### src/rtl/srx_pkg.sv
package srx_pkg;

    localparam int OS_RATE = 16;
    localparam int OS_W    = $clog2(OS_RATE);

    typedef struct packed {
        logic       frame_err;
        logic       par_err;
        logic [7:0] data;
    } rx_entry_t;

    localparam int ENTRY_W = $bits(rx_entry_t);

    typedef enum logic [2:0] {
        RX_IDLE,
        RX_START,
        RX_DATA,
        RX_PAR,
        RX_STOP
    } rx_state_t;

    // Ticks in one character: start, data bits, optional parity, one stop.
    function automatic int unsigned char_ticks(input logic eight, input logic par_on);
        return OS_RATE * (2 + (eight ? 8 : 7) + (par_on ? 1 : 0));
    endfunction

endpackage

### src/rtl/srx_sampler.sv
module srx_sampler
    import srx_pkg::*;
#(
    parameter int SYNC_STAGES = 2
) (
    input  logic      clk,
    input  logic      rst,
    input  logic      tick,
    input  logic      rxd,
    input  logic      cfg_eight,
    input  logic      cfg_par_en,
    input  logic      cfg_par_odd,
    output logic      done,
    output rx_entry_t word,
    output logic      busy
);
    localparam logic [OS_W-1:0] HALF_M1 = OS_W'(OS_RATE / 2 - 1);
    localparam logic [OS_W-1:0] FULL_M1 = OS_W'(OS_RATE - 1);

    logic [SYNC_STAGES-1:0] sync_q;
    logic                   line;
    rx_state_t              state;
    logic [OS_W-1:0]        os_cnt;
    logic [2:0]             bit_idx;
    logic [7:0]             data_q;
    logic                   par_q, eight_q, pen_q, podd_q;
    logic [2:0]             last_idx;

    always_ff @(posedge clk) begin
        if (rst) sync_q <= '1;
        else     sync_q <= {sync_q[SYNC_STAGES-2:0], rxd};
    end

    assign line     = sync_q[SYNC_STAGES-1];
    assign busy     = (state != RX_IDLE);
    assign last_idx = eight_q ? 3'd7 : 3'd6;

    always_ff @(posedge clk) begin
        if (rst) begin
            state   <= RX_IDLE;
            os_cnt  <= '0;
            bit_idx <= '0;
            data_q  <= '0;
            par_q   <= 1'b0;
            eight_q <= 1'b1;
            pen_q   <= 1'b0;
            podd_q  <= 1'b0;
            done    <= 1'b0;
            word    <= '0;
        end else begin
            done <= 1'b0;
            if (tick) begin
                unique case (state)
                    RX_IDLE: begin
                        if (!line) begin
                            state   <= RX_START;
                            os_cnt  <= '0;
                            bit_idx <= '0;
                            data_q  <= '0;
                            par_q   <= 1'b0;
                            eight_q <= cfg_eight;
                            pen_q   <= cfg_par_en;
                            podd_q  <= cfg_par_odd;
                        end
                    end
                    RX_START: begin
                        if (os_cnt == HALF_M1) begin
                            os_cnt <= '0;
                            state  <= line ? RX_IDLE : RX_DATA;
                        end else begin
                            os_cnt <= os_cnt + 1'b1;
                        end
                    end
                    RX_DATA: begin
                        if (os_cnt == FULL_M1) begin
                            os_cnt          <= '0;
                            data_q[bit_idx] <= line;
                            if (bit_idx == last_idx) state <= pen_q ? RX_PAR : RX_STOP;
                            else                     bit_idx <= bit_idx + 1'b1;
                        end else begin
                            os_cnt <= os_cnt + 1'b1;
                        end
                    end
                    RX_PAR: begin
                        if (os_cnt == FULL_M1) begin
                            os_cnt <= '0;
                            par_q  <= line;
                            state  <= RX_STOP;
                        end else begin
                            os_cnt <= os_cnt + 1'b1;
                        end
                    end
                    RX_STOP: begin
                        if (os_cnt == FULL_M1) begin
                            os_cnt         <= '0;
                            done           <= 1'b1;
                            word.frame_err <= ~line;
                            word.par_err   <= pen_q & ((^data_q) ^ par_q ^ podd_q);
                            word.data      <= data_q;
                            state          <= RX_IDLE;
                        end else begin
                            os_cnt <= os_cnt + 1'b1;
                        end
                    end
                    default: state <= RX_IDLE;
                endcase
            end
        end
    end

    AST_NARROW_MSB_CLEAR: assert property (@(posedge clk) disable iff (rst)
        (done && !eight_q) |-> (word.data[7] == 1'b0));

    AST_DONE_SINGLE: assert property (@(posedge clk) disable iff (rst)
        done |=> !done);

endmodule

### src/rtl/srx_fifo.sv
module srx_fifo #(
    parameter int DEPTH = 16,
    parameter int WIDTH = 10
) (
    input  logic                          clk,
    input  logic                          rst,
    input  logic                          push,
    input  logic [WIDTH-1:0]              wdata,
    input  logic                          pop,
    output logic [WIDTH-1:0]              rdata,
    output logic [$clog2(DEPTH+1)-1:0]    count,
    output logic                          overrun
);
    localparam int AW = $clog2(DEPTH);
    localparam int CW = $clog2(DEPTH + 1);
    localparam logic [CW-1:0] FULL_CNT = CW'(DEPTH);
    localparam logic [AW-1:0] LAST_PTR = AW'(DEPTH - 1);

    logic [WIDTH-1:0] mem [DEPTH];
    logic [AW-1:0]    wr_ptr, rd_ptr;
    logic             do_push, do_pop;

    assign do_pop  = pop && (count != '0);
    assign do_push = push && ((count != FULL_CNT) || do_pop);
    assign overrun = push && !do_push;
    assign rdata   = mem[rd_ptr];

    always_ff @(posedge clk) begin
        if (do_push) mem[wr_ptr] <= wdata;
    end

    always_ff @(posedge clk) begin
        if (rst) begin
            wr_ptr <= '0;
            rd_ptr <= '0;
            count  <= '0;
        end else begin
            if (do_push) wr_ptr <= (wr_ptr == LAST_PTR) ? '0 : wr_ptr + 1'b1;
            if (do_pop)  rd_ptr <= (rd_ptr == LAST_PTR) ? '0 : rd_ptr + 1'b1;
            unique case ({do_push, do_pop})
                2'b10:   count <= count + 1'b1;
                2'b01:   count <= count - 1'b1;
                default: count <= count;
            endcase
        end
    end

    AST_LEVEL_BOUND: assert property (@(posedge clk) disable iff (rst)
        count <= FULL_CNT);

    AST_OVERRUN_KEEPS_LEVEL: assert property (@(posedge clk) disable iff (rst)
        overrun |=> (count == FULL_CNT));

    AST_EMPTY_POP_IGNORED: assert property (@(posedge clk) disable iff (rst)
        (pop && !push && count == '0) |=> (count == '0));

endmodule

### src/rtl/srx_idle_timer.sv
module srx_idle_timer
    import srx_pkg::*;
#(
    parameter int IDLE_CHARS = 4
) (
    input  logic clk,
    input  logic rst,
    input  logic tick,
    input  logic busy,
    input  logic filled,
    input  logic cfg_eight,
    input  logic cfg_par_en,
    output logic expired
);
    localparam int MAX_TICKS = IDLE_CHARS * int'(char_ticks(1'b1, 1'b1));
    localparam int TW        = $clog2(MAX_TICKS + 1);

    logic [TW-1:0] cnt, limit;
    logic          fired;

    always_comb limit = TW'(IDLE_CHARS * int'(char_ticks(cfg_eight, cfg_par_en)));

    always_ff @(posedge clk) begin
        if (rst) begin
            cnt     <= '0;
            fired   <= 1'b0;
            expired <= 1'b0;
        end else begin
            expired <= 1'b0;
            if (busy || !filled) begin
                cnt   <= '0;
                fired <= 1'b0;
            end else if (tick && !fired) begin
                if (cnt == limit - 1'b1) begin
                    expired <= 1'b1;
                    fired   <= 1'b1;
                end else begin
                    cnt <= cnt + 1'b1;
                end
            end
        end
    end

    AST_TIMEOUT_NEEDS_DATA: assert property (@(posedge clk) disable iff (rst)
        expired |-> ($past(filled) && !$past(busy)));

endmodule

### src/rtl/serial_rx_fifo.sv
module serial_rx_fifo
    import srx_pkg::*;
#(
    parameter int FIFO_DEPTH  = 16,
    parameter int ALMOST_FULL = 12,
    parameter int IDLE_CHARS  = 4,
    parameter int SYNC_STAGES = 2
) (
    input  logic                            clk,
    input  logic                            rst,
    input  logic                            os_tick,
    input  logic                            rxd,
    input  logic                            cfg_eight_bits,
    input  logic                            cfg_par_en,
    input  logic                            cfg_par_odd,
    input  logic                            rd_pop,
    output logic [ENTRY_W-1:0]              rd_entry,
    output logic [$clog2(FIFO_DEPTH+1)-1:0] rd_level,
    output logic                            ev_almost_full,
    output logic                            ev_full,
    output logic                            ev_overrun,
    output logic                            ev_timeout
);
    localparam int CW = $clog2(FIFO_DEPTH + 1);

    logic      char_done, rx_busy;
    rx_entry_t char_word;

    srx_sampler #(.SYNC_STAGES(SYNC_STAGES)) u_sampler (
        .clk         (clk),
        .rst         (rst),
        .tick        (os_tick),
        .rxd         (rxd),
        .cfg_eight   (cfg_eight_bits),
        .cfg_par_en  (cfg_par_en),
        .cfg_par_odd (cfg_par_odd),
        .done        (char_done),
        .word        (char_word),
        .busy        (rx_busy)
    );

    srx_fifo #(.DEPTH(FIFO_DEPTH), .WIDTH(ENTRY_W)) u_fifo (
        .clk     (clk),
        .rst     (rst),
        .push    (char_done),
        .wdata   (char_word),
        .pop     (rd_pop),
        .rdata   (rd_entry),
        .count   (rd_level),
        .overrun (ev_overrun)
    );

    srx_idle_timer #(.IDLE_CHARS(IDLE_CHARS)) u_timer (
        .clk        (clk),
        .rst        (rst),
        .tick       (os_tick),
        .busy       (rx_busy),
        .filled     (rd_level != '0),
        .cfg_eight  (cfg_eight_bits),
        .cfg_par_en (cfg_par_en),
        .expired    (ev_timeout)
    );

    assign ev_almost_full = (rd_level >= CW'(ALMOST_FULL));
    assign ev_full        = (rd_level == CW'(FIFO_DEPTH));

    AST_OVERRUN_ONLY_FULL: assert property (@(posedge clk) disable iff (rst)
        ev_overrun |-> ev_full);

endmodule

### config.mk
export PLATFORM = sky130hd
export DESIGN_NAME = serial_rx_fifo
export DESIGN_NICKNAME = d
export VERILOG_FILES = /design/src/rtl/srx_pkg.sv /design/src/rtl/srx_sampler.sv /design/src/rtl/srx_fifo.sv /design/src/rtl/srx_idle_timer.sv /design/src/rtl/serial_rx_fifo.sv
export SDC_FILE = /design/constraint.sdc
export NUM_CORES = 1
export LEC_CHECK = 0
export BUFFER_PORTS_ARGS = -buffer_cell sky130_fd_sc_hd__buf_2
export CORE_ASPECT_RATIO = 0.8
export CORE_MARGIN = 2
export CORE_UTILIZATION = 62
export CTS_CLUSTER_SIZE = 24
export DETAILED_ROUTE_END_ITERATION = 8
export PLACE_DENSITY = 0.79
export RECOVER_POWER = 100
export SLEW_MARGIN = 40
export SYNTH_ARGS = -nofsm -noshare
export SYNTH_HDL_FRONTEND = slang
export SYNTH_SLANG_ARGS = --single-unit
### constraint.sdc
create_clock -name clk -period 3.8 [get_ports clk]
set_clock_uncertainty 0.05 [all_clocks]
set_input_delay 0.95 -clock clk [delete_from_list [all_inputs] [get_ports clk]]
set_output_delay 0.95 -clock clk [all_outputs]
set_load 0.02 [all_outputs]
==> results of run 1 <==
worst max-delay path: stages, from the launching register on:
cell and delay [ns]:
dfxtp_2 0.34, buf_12 0.29, mux4_2 0.59, mux4_2 0.53
clkbuf_1 0.21
cells by family after synthesis:
group | count (synthesis) | synth area share [%]
flip-flops | 224 | 64.22
AND/OR/NAND/NOR | 181 | 9.308
AO/OA/AOI/OAI | 86 | 5.981
multiplexers | 66 | 13.60
buffers and inverters | 48 | 2.337
XOR/XNOR | 25 | 2.601
adder cells (fa/ha/maj) | 15 | 1.954
metal layers:
metal  vias to the layer above  track usage, %
li1                       2530               -
met4                         0           7.000
met5                         -               0
met3                        35           4.433
met2                       224           41.61
met1                      2805           33.91
report_power, final:
group | internal (uW) | total, uW | switching [uW]
logic | 18.2 | 54.5 | 36.3
clock network | 1290 | 2170 | 887
registers | 2580 | 2590 | 5.50
layout make-up:
cell class	instances	area [um^2]	area share (%)
Inverter	14	52.55	0.5026
Multi-Input combinational cell	373	3151	30.13
Clock inverter	8	96.34	0.9214
Clock buffer	31	625.6	5.983
Sequential cell	224	6090	58.24
Tap cell	189	236.5	2.262
Timing Repair Buffer	43	205.2	1.962
final timing paths:
path                                           from                   to  slack, ns  cells past startpoint
worst max-delay path                      flip-flop          rd_entry[4]       0.30                      4
worst min-delay path            u_sampler.sync_q[0]  u_sampler.sync_q[1]       0.36                      1
worst max register to register      u_fifo.count[2]      u_fifo.count[4]       0.39                     10
worst min register to register  u_sampler.sync_q[0]  u_sampler.sync_q[1]       0.36                      1
flip-flops by register name (all words and copies together), names as in the netlist, named ones only:
name               flops
u_fifo.count           5
u_sampler.eight_q      1
u_sampler.word        10
u_sampler.sync_q       2
u_sampler.par_q        1
u_timer.cnt           10
u_fifo.wr_ptr          4
u_sampler.pen_q        1
u_timer.expired        1
u_fifo.mem           160
u_sampler.bit_idx      3
u_sampler.os_cnt       4
u_sampler.state        3
u_sampler.done         1
u_sampler.podd_q       1
u_fifo.rd_ptr          4
u_sampler.data_q       8
u_timer.fired          1
stage by stage:
step	area [um^2]	setup slack, ns	cells
2_1_floorplan	9477	0.5820	645
3_3_place_gp	9829	0.5134	843
3_5_place_dp	9832	0.3854	843
4_1_cts	10550	0.3248	882
5_1_grt	10460	0.1955	882
6_report	10460	0.2963	882
layout by cell type (no fill, tap or decap), types with 3 or more instances in the layout:
cell       instances
nand2_1           38
xor2_1            10
nor2b_1            5
a211oi_1           7
mux4_2            50
a311oi_1           3
nand3_1           14
nor3_1            11
nor3b_1            3
dfxtp_2            3
nand4_1            5
a21oi_1           34
dfxtp_1           61
mux2i_1           14
clkbuf_16         23
buf_2              6
nand2b_1           5
or3_1              4
ha_1              14
or2_2              3
edfxtp_1         160
clkbuf_1          40
nor2_1            72
inv_1             14
o21ai_0           17
a31oi_1            5
xnor2_1           13
==> flow_summary.ini, run 1 <==
[status]
status = finished, violations left
failed_checks = capacitance limit, slew limit

[logic_synthesis]
ys_top_cells_by_area = edfxtp_1 51%, dfxtp_1 14%, mux4_2 12%
netlist_instances = 645
netlist.area_leader.share_pct = 50.70
ys_ff_latch = 224
yosysMostFrequentCell = edfxtp_1
synthTopCellsByCount = 160 x edfxtp_1, 72 x nor2_1, 64 x dfxtp_1
synth_edf_count = 160
async_flop_share_pct = 0
synth_top_cell_by_area = edfxtp_1
syn-num-nets = 667
avgSynthCellArea_um2 = 14.69
synth_area_mm2 = 0.009477
ys_seq_area_share_pct = 64.22
synth_flop_cell = edfxtp_1
synth_cell_types = 63
yosysWarnings = 0

[timing]
period_needed_ns = 3.504
hold_viol_final = 0
slew_violations = 51
setup_tns_ns = 0
tightest_slew_ns = 2.200
slew_headroom_pct = -46.63
timing.hold.ws_ns = 0.3585
fmax_mhz = 285.4
rsz0062_at_grt = no
finalCritPeriodShare_pct = 92.20
setup_viol_count_final = 0

[floorplanning]
start_util_pct = 63.33
die-area_mm2 = 0.01630
core_mm2 = 0.01496
die_y_um = 114.6
dieWidth_um = 142.2
pin_count = 27
core.rowCount = 40

[clocking]
ctsResizeCount = 0
cts_tree = done
holdBufCountCts = 0
cts_buffers = 22
clkLatencyLatePin_ns = 0.50
h-tree-depth = 1
cts_buffer_depth = 3
clock-sinks = 224
clk_pin_slew_worst_paths_ns = 0.06
cts-root-buf = clkbuf_16
post-cts-setup-buffer-count = 0

[min_path]
holdCritPathClass = reg -> reg

[detailed_routing]
drc = 0
viasPerCell = 6.342
avgRoutedWirePerCell_um = 22.25
drtIter0Drc = 483
dr_wl_met3_um = 1284
wl_met2_um = 9831
drtAntennaViolNets = 0
vias = 5594
wirelength_um = 19620
dr.max_layer_used = met4
met1Wirelength_um = 8103
first_pass_iters = 5

[placement]
place_congestion = 0.8443
dpl.hpwl_um = 12070
port_buffers = 26

[final_layout]
area_growth_syn_to_layout_pct = 10.34
finish.utilization_pct = 69.87
drive_gt1_share_pct = 15.87
finalNetCount = 700
diodes = 0
fillCellCount = 926

[power_and_ir_drop]
total_power_uw = 4818
peakVddDrop_uv = 384.7
leakage_uw = 0.003880
power_density_mw_per_mm2 = 460.8

[grt]
grt_pass1_vias = 5529
track_usage_pct = 24.80
grt_pass1_wl_um = 30470
grt_max_degree = 51
antenna_found_initial = 0
overflow = 0

[setup_path]
cp-end-kind = output port
cp.required_ns = 2.80
start_kind = flip-flop
critical_path_class = reg -> out
worst-path-max-fanout = 40
crit_arrival_ns = 2.50

[flow_run]
max_cap_violations = 1
(Power assumes the default switching activity.)
==> run 2: changes to the inputs <==
--- a/config.mk
+++ b/config.mk
@@ -8,12 +8,13 @@
 export BUFFER_PORTS_ARGS = -buffer_cell sky130_fd_sc_hd__buf_2
 export CORE_ASPECT_RATIO = 0.8
 export CORE_MARGIN = 2
-export CORE_UTILIZATION = 62
+export CORE_UTILIZATION = 55
 export CTS_CLUSTER_SIZE = 24
 export DETAILED_ROUTE_END_ITERATION = 8
-export PLACE_DENSITY = 0.79
+export PLACE_DENSITY = 0.72
 export RECOVER_POWER = 100
 export SLEW_MARGIN = 40
 export SYNTH_ARGS = -nofsm -noshare
 export SYNTH_HDL_FRONTEND = slang
+export SYNTH_HIERARCHICAL = 1
 export SYNTH_SLANG_ARGS = --single-unit
==> run 2 against run 1 <==
The run now ends clean. Combinational power rose to 13 times the previous value. Via count increased by 1.6%. Global-route usage decreased by 3.2 points. Core utilization fell by 8.8 points. Clock power decreased by 3%. Critical path type unchanged. Highest routed layer unchanged.
==> flow_summary.ini, run 2 <==
[status]
status = complete, no violations

[timing]
finalCritPeriodShare_pct = 91.44
setup_tns_ns = 0
slew_headroom_pct = 24.67
setup_viol_count_final = 0
slew_violations = 0
tightest_slew_ns = 1.120
rsz0062_at_grt = no
period_needed_ns = 3.475
fmax_mhz = 287.8
hold_viol_final = 0

[clocking]
cts-root-buf = clkbuf_16
post-cts-setup-buffer-count = 0
cts_buffers = 22
cts_buffer_depth = 3
cts_tree = done
h-tree-depth = 1
holdBufCountCts = 0
ctsResizeCount = 0
clk_pin_slew_worst_paths_ns = 0.06
clock-sinks = 224
clkLatencyLatePin_ns = 0.50

[final_layout]
largestRegisters = u_fifo/mem x160, u_sampler/word x10, u_timer/cnt x10
fillCellCount = 1259
largest_reg_flops = 160
mostFrequentLayoutCell = edfxtp_1
area_growth_syn_to_layout_pct = 9.718
top_register = u_fifo/mem
diodes = 0
most-common-layout-cells = 160 x edfxtp_1, 62 x dfxtp_1, 47 x nand2_1, 43 x a21oi_1, 40 x mux4_2
finalNetCount = 716
drive_gt1_share_pct = 14.41

[grt]
grt_max_degree = 41
grt_pass1_wl_um = 30410
use_met2_pct = 34.79
antenna_found_initial = 1
track_usage_pct = 21.57
use_met3_pct = 3.596
overflow = 0
grtUsageMet1_pct = 30.63
busiest_layer = met2
grt_pass1_vias = 5602

[setup_path]
cp-end-kind = output port
start_kind = flip-flop
crit_arrival_ns = 2.47
worst-path-max-fanout = 30
cp.required_ns = 2.80
worst_r2r_startpoint = u_fifo/count[0]
critical_path_class = reg -> out

[power_and_ir_drop]
power_density_mw_per_mm2 = 528.5
switching_share_pct = 24.81
combPwrFrac_pct = 12.9
power.internal_uw = 4166
switchingPower_uw = 1375
total_power_uw = 5540
clkPwrFrac_pct = 37.8
leakage_uw = 0.003860
peakVddDrop_uv = 274.7
pwr-share-seq_pct = 49.2

[floorplanning]
die-area_mm2 = 0.01845
start_util_pct = 55.67
core.rowCount = 43
core_mm2 = 0.01716
dieWidth_um = 151.4
die_y_um = 121.9
pin_count = 27

[detailed_routing]
vias = 5684
drtAntennaViolNets = 0
viasPerCell = 6.092
drc = 0
first_pass_iters = 6
avgRoutedWirePerCell_um = 20.48
drtIter0Drc = 454
wirelength_um = 19110

[logic_synthesis]
ys_ff_latch = 224
ys_seq_area_share_pct = 63.70
yosysWarnings = 6
syn-num-nets = 691
synth_cell_types = 68
netlist.area_leader.share_pct = 50.29
ys_top_cells_by_area = edfxtp_1 50%, dfxtp_1 13%, mux4_2 9.4%
synth_edf_count = 160
synthTopCellsByCount = 160 x edfxtp_1, 64 x dfxtp_1, 47 x nand2_1
yosysMostFrequentCell = edfxtp_1
synth_area_mm2 = 0.009554
avgSynthCellArea_um2 = 14.30
netlist_instances = 668
synth_flop_cell = edfxtp_1
synth_top_cell_by_area = edfxtp_1
async_flop_share_pct = 0

[placement]
place_congestion = 0.8019
port_buffers = 26
dpl.hpwl_um = 12530

[min_path]
hp-start = u_sampler/sync_q[0]
holdCritPathClass = reg -> reg

[flow_run]
max_cap_violations = 0
## run 2: changes by cell type after synthesis, sizes merged, moves of 6 or more
| cell | change |
|---|---|
| and2 | +8 |
| nand2 | +9 |
| nor2 | -40 |
| nand3 | +8 |
| a21oi | +10 |
| and3 | +6 |
| a22oi | +18 |
| mux4 | -10 |
## run 2: final timing paths
check | endpoint | slack (ns) | depth (start not counted)
hold / removal | u_sampler/sync_q[1] | 0.36 | 1
setup / recovery | rd_entry[8] | 0.33 | 5
hold reg to reg | u_sampler/sync_q[1] | 0.36 | 1
setup reg to reg | u_fifo/mem[9][7] | 0.60 | 4
## run 2: cell families after synthesis
| group | after synthesis | share of synthesized area (%) |
|---|---|---|
| buffers and inverters | 50 | 2.292 |
| adder cells (fa/ha/maj) | 15 | 2.043 |
| XOR/XNOR | 21 | 2.226 |
| flip-flops | 224 | 63.70 |
| AO/OA/AOI/OAI | 121 | 8.447 |
| multiplexers | 52 | 10.71 |
| AND/OR/NAND/NOR | 185 | 10.58 |
## run 2: cell type report
type                    instances  area (um^2)  area share, %
repair buffers                 35        167.7          1.599
inverters                      16        60.06         0.5729
clock inverters                10        77.57         0.7400
well taps                     225        281.5          2.686
multi-input cells             394         3179          30.33
flip-flops and latches        224         6088          58.08
clock buffers                  29        628.1          5.992
## run 2: metal layers
metal,part of all wire [%],up-vias
met5,0,-
met4,2.3,0
met3,5.9,33
met2,47,185
met1,44,2834
li1,-,2632
## run 2: worst max-delay path, cell delays in order (launching register included)
cell and delay [ns]:
dfxtp_2 0.58, buf_12 0.31, mux4_2 0.60, a22oi_1 0.19, nand2_1 0.09, clkbuf_1 0.17
## run 2: through the flow
stage	instance area, um^2	hold WS [ns]	instances	setup slack (ns)	util (%)
2_1_floorplan	9554	0.3395	668	0.8927	-
3_3_place_gp	9915	0.3423	894	0.8364	57.77
3_5_place_dp	9915	0.3487	894	0.7386	57.77
4_1_cts	10620	0.3657	933	0.2920	61.88
5_1_grt	10480	0.3777	933	0.1281	61.08
6_report	10480	0.3613	933	0.3251	61.08
## run 2: power groups by stage
stage / clock network (uW) / registers (uW) / logic, uW
2_1_floorplan: 0 / 2760 / 641
3_3_place_gp: 0 / 2780 / 738
3_5_place_dp: 0 / 2790 / 760
4_1_cts: 2120 / 2740 / 765
5_1_grt: 2200 / 2750 / 782
6_report: 2100 / 2730 / 716
==> run 3: changes to the inputs <==
--- a/config.mk
+++ b/config.mk
@@ -13,8 +13,8 @@
 export DETAILED_ROUTE_END_ITERATION = 8
 export PLACE_DENSITY = 0.72
 export RECOVER_POWER = 100
+export REMOVE_ABC_BUFFERS = 1
 export SLEW_MARGIN = 40
 export SYNTH_ARGS = -nofsm -noshare
 export SYNTH_HDL_FRONTEND = slang
-export SYNTH_HIERARCHICAL = 1
 export SYNTH_SLANG_ARGS = --single-unit
==> run 3 against run 2 <==
The run now ends with capacitance limit, slew limit left. Routed wire length down 2.7%. Setup slack worse by 0.16 ns. Global-route usage down 0.67 points. Critical path depth down 1. Via count down 4.2%. Clock power up 4%. Die area down 0.79%. Cell count down 1.7%. Sequential share of layout area down 0.46 points. Non-clock buffer count up 12. Critical path type unchanged. Critical endpoint is now rd_entry[3]. Largest cell class unchanged. Largest power group unchanged.
==> flow_summary.ini, run 3 (synthesis results as in run 1) <==
[clocking]
clk_pin_slew_worst_paths_ns = 0.06
cts_tree = done
post-cts-setup-buffer-count = 0
clkLatencyLatePin_ns = 0.50
ctsResizeCount = 0
cts_buffers = 22
h-tree-depth = 1
holdBufCountCts = 0
cts-root-buf = clkbuf_16
cts_buffer_depth = 3
clock-sinks = 224

[grt]
grt_pass1_wl_um = 28860
track_usage_pct = 20.90
antenna_found_initial = 0
grt_max_degree = 51
overflow = 0
grt_pass1_vias = 5302

[placement]
dpl.hpwl_um = 11770
place_congestion = 0.8339
port_buffers = 26
dp.cells = 878

[min_path]
holdPathEnd = u_sampler.sync_q[1]
hp-start = u_sampler.sync_q[0]
hold_depth = 1
holdCritPathClass = reg -> reg

[power_and_ir_drop]
total_power_uw = 4832
combPwrFrac_pct = 1.1
power_density_mw_per_mm2 = 457.3
leakage_uw = 0.003940
switching_share_pct = 19.07
pwr-share-seq_pct = 53.6
clkPwrFrac_pct = 45.3
peakVddDrop_uv = 317.1
switchingPower_uw = 921.6
power.internal_uw = 3910

[detailed_routing]
drtIter0Drc = 392
drc = 0
wirelength_um = 18590
first_pass_iters = 5
viasPerCell = 5.937
avgRoutedWirePerCell_um = 20.27
drtAntennaViolNets = 0
vias = 5444

[setup_path]
r2r_slack_ns = 0.58
worst-path-max-fanout = 15
critPathSlowestCell = dfxtp_2
cpPeakStageDelay_ns = 0.69
critical_path_class = reg -> out
cp_cell_sequence = buf_12 -> mux4_2 -> mux4_2 -> clkbuf_2
critical_path.top_delay_family = multiplexers
rr_endpoint = u_fifo.count[4]
crit_arrival_ns = 2.64
cp.required_ns = 2.80
cp_common_cell = mux4_2
worst_r2r_startpoint = u_fifo.count[0]
reg2regPathDepth = 10
crit_cells = 4
cp-end-kind = output port
start_kind = flip-flop
path_buf_inv = 2

[flow_run]
max_cap_violations = 2

[timing]
hold_viol_final = 0
rsz0062_at_grt = no
finalCritPeriodShare_pct = 95.78
period_needed_ns = 3.640
slew_violations = 67
setup_viol_count_final = 0
fmax_mhz = 274.7
setup_tns_ns = 0
slew_headroom_pct = -42.08
timing.hold.ws_ns = 0.3629
tightest_slew_ns = 2.131

[floorplanning]
pin_count = 27
die-area_mm2 = 0.01830
die_y_um = 121.4
start_util_pct = 56.71
dieWidth_um = 150.8
core_mm2 = 0.01671
core.rowCount = 42

[final_layout]
final_cells = 917
finalNetCount = 704
largestRegisters = u_fifo.mem x160, u_sampler.word x10, u_timer.cnt x10
area_growth_syn_to_layout_pct = 11.50
most-common-layout-cells = 160 x edfxtp_1, 72 x nor2_1, 62 x dfxtp_1, 50 x mux4_2, 38 x nand2_1
mostFrequentLayoutCell = edfxtp_1
largest_reg_flops = 160
drive_gt1_share_pct = 17.65
diodes = 0
top_register = u_fifo.mem

[status]
status = finished, violations left
failed_checks = capacitance limit, slew limit
[run 3: cell types whose count changed in the layout (fill, tap and decap cells not counted), moves of 8 or more]
| cell | delta |
|---|---|
| a22oi_1 | -18 |
| nor2_1 | +41 |
| and2_0 | -8 |
| nand2_1 | -9 |
| mux4_2 | +10 |
| nand3_1 | -8 |
| a21oi_1 | -10 |
[run 3: power by group through the flow]
stage	combinational, uW	sequential [uW]	clock (uW)
6_report	52.7	2590	2190
3_3_place_gp	50.8	2640	0
5_1_grt	58.4	2590	2320
3_5_place_dp	53.5	2640	0
2_1_floorplan	31.7	2640	0
4_1_cts	53.6	2590	2220
[run 3: worst max path at each step]
stage / start / endpoint / slack (ns)
floorplan: flip-flop / rd_entry[0] / -0.15
global placement: rd_pop / u_fifo.count[4] / 0.67
detailed placement: rd_pop / u_fifo.count[4] / 0.61
CTS: flip-flop / rd_entry[3] / 0.11
global route: flip-flop / rd_entry[3] / 0.04
finish: flip-flop / rd_entry[3] / 0.16
[run 3: final cells by class]
class                           instances  area, um^2
Timing Repair Buffer                   47       254.0
Multi-Input combinational cell        373        3162
Clock inverter                         12       145.1
Sequential cell                       224        6088
Inverter                               14       52.55
Clock buffer                           27       589.3
Fill cell                            1221        6145
Tap cell                              220       275.3
[run 3: through the flow]
| stage | cell area, um^2 | worst slack (ns) | util [%] |
|---|---|---|---|
| after floorplan | 9308 | -0.1543 | - |
| after global placement | 9911 | 0.6667 | 59.31 |
| final | 10570 | 0.1603 | 63.23 |
| after detailed placement | 9921 | 0.6082 | 59.37 |
| after CTS | 10660 | 0.1057 | 63.76 |
| after global routing | 10570 | 0.03935 | 63.23 |
[run 3: layer usage]
layer	vias to the layer above	GRT usage [%]	share of wire [%]
met4	0	6.016	2.5
met3	37	3.797	6.2
met5	-	0	0
li1	2542	-	-
met2	185	35.14	49
met1	2680	28.15	42
